### config.mk
export PLATFORM = sky130hd
export DESIGN_NAME = fti_convert
export DESIGN_NICKNAME = d
export VERILOG_FILES = /design/src/rtl/fti_pkg.sv /design/src/rtl/fti_unpack.sv /design/src/rtl/fti_align.sv /design/src/rtl/fti_round.sv /design/src/rtl/fti_convert.sv
export SDC_FILE = /design/constraint.sdc
export NUM_CORES = 1
export LEC_CHECK = 0
export BUFFER_PORTS_ARGS = -buffer_cell sky130_fd_sc_hd__buf_2
export CAP_MARGIN = 0
export CORE_UTILIZATION = 25
export CTS_CLUSTER_DIAMETER = 60
export DETAILED_ROUTE_END_ITERATION = 8
export GPL_TIMING_DRIVEN = 0
export SLEW_MARGIN = 30
export SYNTH_ARGS = -nofsm -noshare
export SYNTH_HDL_FRONTEND = slang
export SYNTH_SLANG_ARGS = --single-unit
### constraint.sdc
create_clock -name clk -period 14.85 [get_ports clk]
set_input_delay 2.2275 -clock clk [delete_from_list [all_inputs] [get_ports clk]]
set_output_delay 2.2275 -clock clk [all_outputs]
set_load 0.1 [all_outputs]
### src/rtl/fti_pkg.sv
package fti_pkg;
    localparam int INT_W      = 64;
    localparam int WORD_W     = 32;
    localparam int DBL_EXP_W  = 11;
    localparam int DBL_FRAC_W = 52;
    localparam int SGL_EXP_W  = 8;
    localparam int SGL_FRAC_W = 23;
    localparam int MANT_W     = DBL_FRAC_W + 1;
    localparam int EXP_W      = 13;
    localparam int FIX_W      = 2 * INT_W;
    localparam int SHAMT_W    = 7;
    localparam int DBL_BIAS   = (1 << (DBL_EXP_W - 1)) - 1;
    localparam int SGL_BIAS   = (1 << (SGL_EXP_W - 1)) - 1;
    localparam int SHIFT_BASE = INT_W - DBL_FRAC_W;

    typedef enum logic [1:0] {
        RM_NEAREST = 2'b00,
        RM_ZERO    = 2'b01,
        RM_UP      = 2'b10,
        RM_DOWN    = 2'b11
    } rmode_e;

    // value = mant * 2^(exp - DBL_FRAC_W)
    typedef struct packed {
        logic                     sign;
        logic                     special;
        logic signed [EXP_W-1:0]  exp;
        logic [MANT_W-1:0]        mant;
    } unpacked_t;

    typedef struct packed {
        logic [INT_W-1:0] ipart;
        logic             half;
        logic             sticky;
        logic             huge;
    } aligned_t;

    typedef struct packed {
        logic             done;
        logic [INT_W-1:0] result;
        logic             inv;
        logic             ovf;
        logic             inx;
    } out_state_t;
endpackage

### src/rtl/fti_unpack.sv
module fti_unpack
    import fti_pkg::*;
(
    input  logic             src_dbl,
    input  logic [INT_W-1:0] operand,
    output unpacked_t        unp
);
    localparam int SGL_PAD = DBL_FRAC_W - SGL_FRAC_W;

    logic [DBL_EXP_W-1:0]  dbl_ef;
    logic [SGL_EXP_W-1:0]  sgl_ef;

    always_comb begin
        dbl_ef = operand[INT_W-2 -: DBL_EXP_W];
        sgl_ef = operand[WORD_W-2 -: SGL_EXP_W];
        unp    = '0;
        if (src_dbl) begin
            unp.sign    = operand[INT_W-1];
            unp.special = &dbl_ef;
            if (dbl_ef == '0) begin
                unp.exp  = EXP_W'(1 - DBL_BIAS);
                unp.mant = {1'b0, operand[DBL_FRAC_W-1:0]};
            end else begin
                unp.exp  = $signed(EXP_W'(dbl_ef)) - EXP_W'(DBL_BIAS);
                unp.mant = {1'b1, operand[DBL_FRAC_W-1:0]};
            end
        end else begin
            unp.sign    = operand[WORD_W-1];
            unp.special = &sgl_ef;
            if (sgl_ef == '0) begin
                unp.exp  = EXP_W'(1 - SGL_BIAS);
                unp.mant = {1'b0, operand[SGL_FRAC_W-1:0], {SGL_PAD{1'b0}}};
            end else begin
                unp.exp  = $signed(EXP_W'(sgl_ef)) - EXP_W'(SGL_BIAS);
                unp.mant = {1'b1, operand[SGL_FRAC_W-1:0], {SGL_PAD{1'b0}}};
            end
        end
    end
endmodule

### src/rtl/fti_align.sv
module fti_align
    import fti_pkg::*;
(
    input  unpacked_t unp,
    output aligned_t  aln
);
    logic [FIX_W-1:0]        fixed;
    logic signed [EXP_W-1:0] sh;

    always_comb begin
        sh    = unp.exp + EXP_W'(SHIFT_BASE);
        fixed = '0;
        aln   = '0;
        if (unp.exp >= EXP_W'(INT_W)) begin
            aln.huge = 1'b1;
        end else if (unp.exp < -EXP_W'(1)) begin
            aln.sticky = |unp.mant;
        end else begin
            fixed      = {{(FIX_W-MANT_W){1'b0}}, unp.mant} << sh[SHAMT_W-1:0];
            aln.ipart  = fixed[FIX_W-1:INT_W];
            aln.half   = fixed[INT_W-1];
            aln.sticky = |fixed[INT_W-2:0];
        end
    end
endmodule

### src/rtl/fti_round.sv
module fti_round
    import fti_pkg::*;
(
    input  logic             sign,
    input  logic             special,
    input  aligned_t         aln,
    input  logic             dst_long,
    input  rmode_e           mode,
    output logic [INT_W-1:0] result,
    output logic             inv,
    output logic             ovf,
    output logic             inx
);
    localparam logic [INT_W-1:0] LONG_MAX = {1'b0, {(INT_W-1){1'b1}}};
    localparam logic [INT_W-1:0] WORD_MAX = {{(INT_W-WORD_W+1){1'b0}}, {(WORD_W-1){1'b1}}};

    logic             frac_nz;
    logic             inc;
    logic [INT_W:0]   mag;
    logic [INT_W:0]   lim;
    logic             out_of_range;
    logic [INT_W-1:0] signed_val;

    always_comb begin
        frac_nz = aln.half | aln.sticky;
        unique case (mode)
            RM_NEAREST: inc = aln.half & (aln.sticky | aln.ipart[0]);
            RM_ZERO:    inc = 1'b0;
            RM_UP:      inc = ~sign & frac_nz;
            RM_DOWN:    inc = sign & frac_nz;
            default:    inc = 1'b0;
        endcase
        mag          = {1'b0, aln.ipart} + {{INT_W{1'b0}}, inc};
        lim          = (INT_W+1)'(1) << (dst_long ? INT_W-1 : WORD_W-1);
        out_of_range = aln.huge | (sign ? (mag > lim) : (mag >= lim));
        signed_val   = sign ? (~mag[INT_W-1:0] + 1'b1) : mag[INT_W-1:0];

        inv = special;
        ovf = ~special & out_of_range;
        inx = ~special & ~out_of_range & frac_nz;
        if (special || out_of_range)
            result = dst_long ? LONG_MAX : WORD_MAX;
        else if (dst_long)
            result = signed_val;
        else
            result = {{(INT_W-WORD_W){1'b0}}, signed_val[WORD_W-1:0]};
    end
endmodule

### src/rtl/fti_convert.sv
module fti_convert
    import fti_pkg::*;
(
    input  logic        clk,
    input  logic        rst_n,
    input  logic        in_valid,
    input  logic        in_src_dbl,
    input  logic        in_dst_long,
    input  logic [1:0]  in_mode,
    input  logic [63:0] in_operand,
    output logic        out_done,
    output logic [63:0] out_result,
    output logic        out_invalid,
    output logic        out_overflow,
    output logic        out_inexact
);
    unpacked_t        unp;
    aligned_t         aln;
    logic [INT_W-1:0] conv_res;
    logic             conv_inv;
    logic             conv_ovf;
    logic             conv_inx;
    out_state_t       st_d;
    out_state_t       st_q;

    fti_unpack u_unpack (
        .src_dbl (in_src_dbl),
        .operand (in_operand),
        .unp     (unp)
    );

    fti_align u_align (
        .unp (unp),
        .aln (aln)
    );

    fti_round u_round (
        .sign     (unp.sign),
        .special  (unp.special),
        .aln      (aln),
        .dst_long (in_dst_long),
        .mode     (rmode_e'(in_mode)),
        .result   (conv_res),
        .inv      (conv_inv),
        .ovf      (conv_ovf),
        .inx      (conv_inx)
    );

    always_comb begin
        st_d      = st_q;
        st_d.done = in_valid;
        if (in_valid) begin
            st_d.result = conv_res;
            st_d.inv    = conv_inv;
            st_d.ovf    = conv_ovf;
            st_d.inx    = conv_inx;
        end
    end

    always_ff @(posedge clk) begin
        if (!rst_n) st_q <= '0;
        else        st_q <= st_d;
    end

    assign out_done     = st_q.done;
    assign out_result   = st_q.result;
    assign out_invalid  = st_q.inv;
    assign out_overflow = st_q.ovf;
    assign out_inexact  = st_q.inx;

    logic in_special;
    assign in_special = in_src_dbl ? (&in_operand[62:52]) : (&in_operand[30:23]);

    assert_done_follows_R1: assert property (@(posedge clk) disable iff (!rst_n)
        in_valid |=> out_done);
    assert_idle_hold_R1: assert property (@(posedge clk) disable iff (!rst_n)
        !in_valid |=> (!out_done && $stable(out_result)));
    assert_word_upper_zero_R4: assert property (@(posedge clk) disable iff (!rst_n)
        (in_valid && !in_dst_long) |=> (out_result[63:32] == 32'h0));
    assert_special_long_R5: assert property (@(posedge clk) disable iff (!rst_n)
        (in_valid && in_dst_long && in_special) |=>
        (out_invalid && out_result == 64'h7FFF_FFFF_FFFF_FFFF));
    assert_special_word_R5: assert property (@(posedge clk) disable iff (!rst_n)
        (in_valid && !in_dst_long && in_special) |=>
        (out_invalid && out_result == 64'h0000_0000_7FFF_FFFF));
    assert_overflow_default_R6: assert property (@(posedge clk) disable iff (!rst_n)
        (out_done && out_overflow) |->
        (out_result == 64'h7FFF_FFFF_FFFF_FFFF || out_result == 64'h0000_0000_7FFF_FFFF));
    assert_flags_exclusive_R7: assert property (@(posedge clk) disable iff (!rst_n)
        out_done |-> $onehot0({out_invalid, out_overflow, out_inexact}));
endmodule

# After elaboration in Yosys (flattened, before gate mapping)
# Cells that the tools add are included.
[op_classes]
n_reduce_logical = 8
add_sub_neg = 5
eq_ne = 3
n_shift = 2
muxes = 14
order_cmp = 4
bitwise = 13
[ops]
columns = ["operator", "count"]
rows = [
  ["$mux W66", 3],
  ["$mux W64", 3],
  ["$shl A53 B7 Y128", 1],
  ["$mux W68", 1],
  ["$add A64 B1 Y65", 1],
  ["$ge A65 B65 Y1", 1],
  ["$gt A65 B65 Y1", 1],
  ["$mux W65", 1],
  ["$shl A1 B32 Y65 const A", 1],
  ["$add A64 B1 Y64 const B", 1],
  ["$not A64 Y64", 1],
  ["$mux W63", 1],
  ["$reduce_or A63 Y1", 1],
  ["$reduce_or A53 Y1", 1],
  ["$ge A13 B8 Y1 const B", 1],
  ["$lt A13 B1 Y1 const B", 1],
  ["$sub A11 B10 Y12 const B", 1],
  ["$logic_not A11 Y1", 1],
  ["$reduce_and A11 Y1", 1],
  ["$sub A8 B7 Y9 const B", 1],
  ["$logic_not A8 Y1", 1],
  ["$reduce_and A8 Y1", 1],
  ["$add A7 B5 Y7 const B", 1],
  ["$and A1 B1 Y1", 6],
  ["other kinds (9)", 16],
]
[totals]
in_bits = 71
reg_bits = 68
word_cells = 54
out_inout_bits = 68

# Depth between registers and ports, before layout
# Gate-level depths: netlist of run 1.
[depth]
depth_word = 18
ltp_mapped = 47
ltp_nobuf = 37

# Cells and area by module
# Synthesis of run 1 repeated with hierarchy kept, for this count alone.
[hier_totals]
hier_cells = 1824
hier_area_um2 = 13646.8
[by_module_without_submodules]
columns = ["mod", "area_per_inst_um2", "seq_area_each_um2", "cells_each", "instances"]
rows = [
  ["fti_align", 5775.5, 0.0, 808, 1],
  ["fti_round", 4307.9, 0.0, 661, 1],
  ["fti_convert", 2577.5, 1361.3, 218, 1],
  ["fti_unpack", 985.9, 0.0, 137, 1],
]

# Worst setup path before layout of run 1
# No wires, ideal clock.
[synth_timing]
kind = "input to register"
startpoint = "input in_operand[52]"
endpoint = "register st_q, in the netlist out_result[49]"
t_arrival_ps = 11684
setup_ps = 122
t_required_ps = 14728
n_path_buf = 15
path_stages = 44
setup_slack_ps = 3044
cell_sequence = "clkbuf_1 -> clkbuf_1 -> inv_1 -> ha_1 -> or4b_1 -> buf_4 -> o311ai_2 -> nand2_1 -> buf_4 -> buf_2 -> buf_2 -> ha_1 -> clkbuf_1 -> clkbuf_1 -> clkbuf_1 -> clkbuf_1 -> buf_1 -> clkbuf_1 -> (+8 left out) -> nor3_1 -> o211a_1 -> ha_1 -> ha_1 -> inv_1 -> nor4_2 -> nand4_2 -> nor4b_1 -> nor4bb_1 -> xnor2_1 -> nor4bb_1 -> nand4_4 -> nor2_4 -> a31oi_4 -> buf_6 -> buf_6 -> nor4_1 -> nor2_1"
[synth_via]
elab_chain_cells = 17
elab_cells_between_ends = 32
cone_classes = "4 x add/sub; 4 x order compare; 1 x shift; 11 x mux; 7 x bitwise; 5 x reduce/logical"
[synth_rtl]
columns = ["item", "line", "source"]
rows = [
  ["from (decl)", "fti_convert.sv:10", "input logic [63:0] in_operand,"],
  ["$sub A11 B10 Y12 or $logic_not A11 Y1 (tied branches)", "fti_unpack.sv:24, fti_unpack.sv:20", ""],
  ["$mux W66", "fti_unpack.sv:20", "if (dbl_ef == '0) begin"],
  ["$mux W68 *", "fti_unpack.sv:17", "if (src_dbl) begin"],
  ["$add A7 B5 Y7", "fti_align.sv:11", "sh = unp.exp + EXP_W'(SHIFT_BASE);"],
  ["$shl A53 B7 Y128", "fti_align.sv:19", "fixed = {{(FIX_W-MANT_W){1'b0}}, unp.mant} << sh[SHAMT_W-1:0];"],
  ["$reduce_or A63 Y1", "fti_align.sv:22", "aln.sticky = |fixed[INT_W-2:0];"],
  ["$mux W1", "fti_align.sv:16", "end else if (unp.exp < -EXP_W'(1)) begin"],
  ["$mux W66", "fti_align.sv:14", "if (unp.exp >= EXP_W'(INT_W)) begin"],
  ["$or A1 B1 Y1 (on tied branches)", "fti_round.sv:25, fti_round.sv:27", ""],
  ["$and A1 B1 Y1 (on tied branches)", "fti_round.sv:30, fti_round.sv:27, fti_round.sv:29", ""],
  ["$pmux W1 S4", "fti_round.sv:26", "unique case (mode)"],
  ["$add A64 B1 Y65", "fti_round.sv:33", "mag = {1'b0, aln.ipart} + {{INT_W{1'b0}}, inc};"],
  ["$not A64 Y64 (tied with other cells)", "fti_round.sv:36", "signed_val = sign ? (~mag[INT_W-1:0] + 1'b1) : mag[INT_W-1:0];"],
  ["$add A64 B1 Y64 or $mux W1 (tied branches)", "fti_round.sv:36, fti_round.sv:35", ""],
  ["$mux W64 or $or A1 B1 Y1 (tied branches)", "fti_round.sv:36, fti_round.sv:35", ""],
  ["$mux W64 or $logic_or A1 B1 Y1 (tied branches)", "fti_round.sv:43, fti_round.sv:41", ""],
  ["$mux W64 *", "fti_round.sv:41", "if (special || out_of_range)"],
  ["to (signal assigned)", "fti_convert.sv:62", "else st_q <= st_d;"],
  ["to (decl)", "fti_convert.sv:24", "out_state_t st_q;"],
]
# Mark *: on every way between the ends. The rest lies on a longest branch, timed or not.
# A chain may end at the register's enable or synchronous reset.

# Worst setup path in the final report of run 1
[layout_timing]
startpoint = "input in_operand[52]"
endpoint = "register st_q, in the netlist out_result[22]"
# Same word-level chain as after synthesis.

==> summary.md, run 1 <==
| Metric | Value |
|---|---|
| Setup TNS Final | 0 ns |
| Number of port buffers | 134 |
| Critical Path Start | in_operand[52] |
| Gr usage total | 0.351 |
| Syn. warnings | 0 |
| R2R Path Start | out_result[49] |
| # nets final | 2373 |
| Vias | 21100 |
| # IOs | 139 |
| Maximum number of pins on one net before global-route repair | 20 |
| Max Slew Vio Count | 0 |
| Crit share post-route | 0.991 |
| Post-layout util | 0.295 |
| First-pass DRT Iterations | 9 |
| CP max-delay cell | clkbuf_1 |
| TritonCTS Buffers | 9 |
| 1st-iter DRT viols | 3448 |
| Final GP Congestion | 1.09 |
| Initial Util | 0.254 |
| Initial antenna violation count | 9 |
| DP Worst Slack | -2.57 ns |
| Core area | 0.0580 mm^2 |
| Vias in the first global route | 19300 |
| DPL Wire Length | 89900 um |
| Post CTS Setup Buffer Count | 0 |
| Primary FF master, synth | dfxtp_1 |
| Crit path to | out_result[22] |
| Synth Instances | 2133 |
| Clock period minus worst slack | 14.72 ns |
| Clk Latency, worst-skew pair | 0.35 ns |
| Peak supply drop | 0.0000769 V |
| Status | complete, but fails checks |
| Critical path buffers and inverters | 16 |
| FF-to-FF End | out_result[49] |
| CTS tree | built |
| Post-synthesis average cell area | 6.91 um^2 |
| Max incr delay on CP | 0.81 ns |
| Routed length per instance | 35.5 um |
| Crit path required time | 15.06 ns |
| Fin Clk Skew | 0 ns |
| Non-Filler Instances | 3066 |
| Critical Path End Type | flop |
| Max Root-Sink Buffers | 2 |
| Area after DPL | 0.0166 mm^2 |
| CP dominant cell by count | buf_2 |
| Min-delay worst type | reg2reg |
| R2R setup slack | 13.98 ns |
| P per Cell Area | 115 mW/mm^2 |
| Post-synth ARST share | 0 |
| Failing checks | DRC |
| Congestion Overflow GR | 0 |
| Max-cap violations | 0 |
| Num Clock Sinks | 68 |
| Slew @ Worst Pin | 1.09 ns |
| Setup ws final | 0.129 ns |
| DR DRC count | 2 |
| Final Cell Area | 0.0171 mm^2 |
| Setup Viol. Count Final | 0 |
| Crit Path Max Fanout | 10 |
| Fmax | 67.9 MHz |
| Die area | 0.0599 mm^2 |
| Die W | 245 um |
| Worst Path Arrival | 14.93 ns |
| Drt total wl | 109000 um |
| DR vias/cell | 6.88 |
| Yosys reg bits | 68 |
| Delay-heaviest family, CP | buffers and inverters |
| Setup Crit Path Kind | in2reg |
| Final antenna-violating net count | 0 |
| Tot Pwr | 1.97 mW |
| Area growth from synthesis to layout | 16.2% |
| Distinct cells, synth | 119 |
| First-pass GRT wire length | 151000 um |
| Row cnt | 88 |
| EDFF count, synth | 0 |
| CP startpoint kind | input pin |
| Layout cells sized above 1 | 0.186 |
| Relative slew slack | 0.265 |
| Static Leak | 5.89 nW |
| Die Y | 245 um |
| Register area share after synthesis | 0.0924 |
| Fill cells | 6480 |
| CP Depth | 38 |
| H-tree depth | 3 |
| Mapped Nets | 2215 |
| Mapped Area | 0.0147 mm^2 |
| Final hold slack | 0.443 ns |
| Clock transition at path regs | 0.05 ns |
| Clk root buf | clkbuf_16 |
| Final hold viol count | 0 |
| Placed cells | 3047 |
| R2R depth | 3 |
-- Yosys cell counts (44+ instances only) --
cell type    n  area share
o21ai_0    141       0.048
nand2_1    184       0.047
nor2_1     148       0.038
nor3_1     128       0.043
clkbuf_1    97       0.025
xor2_1      50       0.030
a31oi_1     58       0.025
dfxtp_1     68       0.092
a21oi_1    143       0.049
o211ai_1    46       0.023
nand3_1     81       0.028
mux2_2      44       0.034
xnor2_1     69       0.041
-- metal layers --
layer  track usage  part of all wire  up-vias
met4         0.133             0.047        4
met3         0.122              0.13      309
met2         0.490              0.39     1583
met1         0.487              0.42    10400
li1              -                 -     8755
met5             0           0.00034        -
-- worst min-delay path by stage --
stage                     cells after the start  slack, ns      startpoint             end
final                                         2       0.44  out_result[44]  out_result[44]
after global routing                          2       0.46  out_result[44]  out_result[44]
after CTS                                     2       0.45  out_result[44]  out_result[44]
after detailed placement                      2       0.44  out_result[44]  out_result[44]
after global placement                        2       0.43  out_result[34]  out_result[34]
after floorplan                               2       0.88  out_result[37]  out_result[37]
-- tightest hold or removal path: cells and delay by family, from the launching register on --
family,cells,cell delay [ns]
flip-flops,1,0.30
AND/OR/NAND/NOR,1,0.05
AO/OA/AOI/OAI,1,0.05
-- final cells by class --
cell class	instances	area, um^2	share of cell area
well taps	765	957	0.0559
repair buffers	149	778	0.0454
multi-input cells	1876	12900	0.751
clock inverters	5	52.6	0.00307
plain buffers	162	773	0.0451
inverters	25	93.8	0.00548
flip-flops and latches	68	1360	0.0795
diodes	5	12.5	0.000730
clock buffers	11	233	0.0136
-- flip-flops by register name, indices dropped and copies added, names as in the netlist --
register,flops
out_done,1
out_inexact,1
out_invalid,1
out_overflow,1
out_result,64
-- timing repair --
action	4_1_cts	5_1_grt
hold buffers	0	0
resized for setup	21	39
pin swaps	1	2
endpoints found under the setup margin	66	66
-- cell usage in the layout (no fill, tap or decap), types with 39 or more instances in the layout --
cell and n:
xor2_1 48, and3_1 39, o21ai_0 133, mux2_2 44, clkbuf_1 85, dfxtp_1 68, o211ai_1 46, nand3_1 81
xnor2_1 68, buf_2 179, nand4_1 43, nor3_1 123, a21oi_1 141, nor2_1 143, a31oi_1 56, mux2i_1 42
nand2_1 184
-- where the power goes --
group	switching [mW]	leakage (nW)	internal (mW)	total [mW]
Combinational	1.17	5.19	0.377	1.54
Clock	0.0835	0.139	0.129	0.212
Sequential	0.00971	0.563	0.204	0.214
-- logic make-up after synthesis --
logic type,share of synthesized area
buf+inv,0.0567
compound gates,0.388
flops,0.0924
fa+ha+maj,0.00934
mux,0.0669
simple gates,0.314
xor+xnor,0.0723
(Power assumes the default switching activity.)
==> inputs of run 2 (changes only) <==
CORE_MARGIN = 10   (was not set)
==> run 2 against run 1 <==
The flow now finishes without violations. Setup slack improved by 0.13 ns. Combinational power decreased by 3%. Critical path depth unchanged. Final cell count decreased by 0.23%. Sequential share of layout area about the same. Flip-flop and latch count unchanged. Routed wire length decreased by 3.8%. Global-route usage decreased by 6.8 points.
==> summary.md, run 2 (synthesis gave the netlist of run 1 again) <==
| Metric | Value |
|---|---|
| Setup Crit Path Kind | in2reg |
| DP Worst Slack | -2.39 ns (+0.186 ns) |
| Max Slew Vio Count | 0 (unchanged) |
| Max Root-Sink Buffers | 2 (unchanged) |
| Slew @ Worst Pin | 1.15 ns (+0.0592 ns) |
| Die area | 0.0691 mm^2 (+15%) |
| Max reg flops | 64 (unchanged) |
| TritonCTS Buffers | 9 (unchanged) |
| Final antenna-violating net count | 0 (unchanged) |
| Static Leak | 5.86 nW (-0.54%) |
| # nets final | 2369 (-0.17%) |
| Crit Path Max Fanout | 10 (unchanged) |
| Setup ws final | 0.257 ns (+0.128 ns) |
| Die W | 263 um (+7.4%) |
| Peak supply drop | 0.0000671 V (-13%) |
| H-tree depth | 3 (unchanged) |
| Max-cap violations | 0 (unchanged) |
| P per Cell Area | 114 mW/mm^2 (-0.84%) |
| Relative slew slack | 0.211 (-0.0537) |
| Number of port buffers | 134 (unchanged) |
| Setup Viol. Count Final | 0 (unchanged) |
| Gr usage total | 0.283 (-0.0677) |
| DR vias/cell | 6.83 (-0.68%) |
| First-pass GRT wire length | 147000 um (-2.8%) |
| Vias | 20900 (-0.91%) |
| Worst hold path stage count | 2 (unchanged) |
| Max incr delay on CP | 0.79 ns (-0.02 ns) |
| Final GP Congestion | 1.08 (-1.5%) |
| Clk root buf | clkbuf_16 |
| CTS tree | built |
| Commonest cells after routing, fill and taps aside | 184 x nand2_1, 178 x buf_2, 144 x nor2_1, 141 x a21oi_1, 135 x o21ai_0 |
| Crit path required time | 15.07 ns (about the same) |
| RSZ-0062 raised after global routing | false |
| FF-to-FF End | out_result[49] |
| Routed length per instance | 34.2 um (-3.5%) |
| Commonest non-fill, non-tap cell in the layout | nand2_1 |
| Row cnt | 88 (unchanged) |
| Die Y | 263 um (+7.4%) |
| Area growth from synthesis to layout | 15.7% |
| Worst Path Arrival | 14.81 ns (-0.12 ns) |
| First-pass DRT Iterations | 8 (-1) |
| Crit share post-route | 0.983 (-0.00863) |
| 1st-iter DRT viols | 3193 (-7.4%) |
| Drt total wl | 105000 um (-3.8%) |
| Layout cells sized above 1 | 0.180 (-0.00622) |
| Fin Clk Skew | 0 ns (unchanged) |
| Initial Util | 0.254 (unchanged) |
| # IOs | 139 (unchanged) |
| Final Cell Area | 0.0171 mm^2 (-0.45%) |
| DPL Wire Length | 86700 um (-3.5%) |
| Vias in the first global route | 19300 (-0.19%) |
| Congestion Overflow GR | 0 (unchanged) |
| R2R Path Start | out_result[49] |
| Clock transition at path regs | 0.06 ns (about the same) |
| Status | completed |
| Hold Crit Start | out_result[43] |
| CP max-delay cell | clkbuf_1 |
| Num Clock Sinks | 68 (unchanged) |
| Clk Latency, worst-skew pair | 0.35 ns (about the same) |
| CP startpoint kind | input pin |
| R2R setup slack | 13.98 ns (about the same) |
| Initial antenna violation count | 6 (-3) |
| Clock period minus worst slack | 14.59 ns (-0.128 ns) |
| Critical Path End Type | flop |
| Final hold viol count | 0 (unchanged) |
| Fmax | 68.5 MHz (+0.88%) |
| Min-delay worst type | reg2reg |
| Area after DPL | 0.0165 mm^2 (-0.77%) |
| DR DRC count | 0 (-2) |
| WHS Endpoint | out_result[43] |
| Core area | 0.0580 mm^2 (unchanged) |
| R2R depth | 3 (unchanged) |
| Maximum number of pins on one net before global-route repair | 20 (unchanged) |
## run 2: changes by cell type in the layout (fill, tap and decap cells not counted), sizes merged
cell / change
clkinvlp: -1
buf: -5
clkbuf: -1
clkdlybuf4s18: +1
clkdlybuf4s15: +1
diode: -3
bufinv: +1
## run 2: per-stage QoR
stage	TNS, ns	std cells	utilization	total power, mW	hold slack [ns]
3_3_place_gp	-173.39	3032	0.282	1.63	0.433
5_1_grt	0	3057	0.294	1.97	0.459
2_1_floorplan	0	2133	-	1.08	0.877
6_report	0	3059	0.294	1.94	0.448
4_1_cts	0	3055	0.291	1.85	0.449
3_5_place_dp	-148.84	3040	0.285	1.61	0.441
## run 2: how the worst max path moves through the flow
stage	to	slack, ns	startpoint
final	out_result[42]	0.26	in_operand[52]
after global routing	out_result[55]	0.09	in_operand[52]
after CTS	out_result[22]	0.02	in_operand[52]
after detailed placement	out_result[4]	-2.39	in_operand[52]
after global placement	out_result[21]	-2.76	in_operand[52]
after floorplan	out_result[49]	3.04	in_operand[52]
## run 2: power breakdown
group | internal [mW] | total, mW | leakage [nW] | switching [mW]
combinational | 0.371 | 1.50 | 5.14 | 1.13
clock | 0.148 | 0.232 | 0.154 | 0.0845
sequential | 0.204 | 0.214 | 0.563 | 0.00988
total | 0.723 | 1.94 | 5.86 | 1.22
## run 2: cell type report
class	count	area, um^2
diodes	2	5.00
plain buffers	162	766
clock buffers	11	233
clock inverters	5	86.3
fillers	6469	41000
inverters	25	93.8
multi-input cells	1876	12800
flip-flops and latches	68	1360
well taps	765	957
repair buffers	145	748
## run 2: routing by layer
metal | wire, um | vias up | part of all wire | track usage
met3 | 13800 | 290 | 0.13 | 0.0879
met5 | 54 | - | 0.00052 | 0
met4 | 5010 | 4 | 0.048 | 0.111
li1 | - | 8769 | - | -
met2 | 42500 | 1591 | 0.41 | 0.409
met1 | 43200 | 10200 | 0.41 | 0.383
## run 2: repair_timing
| item | in CTS | in global routing |
|---|---|---|
| hold buffers | 0 | 0 |
| buffers inserted | 0 | 2 |
| endpoints found under the setup margin | 66 | 66 |
| pin swaps | 0 | 1 |
| gates resized for setup | 25 | 21 |
## run 2: critical path, delay by kind of cell
| family | cells | cell delay [ns] |
|---|---|---|
| AOI/OAI and AO/OA | 7 | 2.54 |
| and+or+nand+nor | 10 | 3.48 |
| buffers and inverters | 16 | 5.12 |
| xor gates and xnor gates | 1 | 0.32 |
| adders and majority gates | 4 | 1.05 |
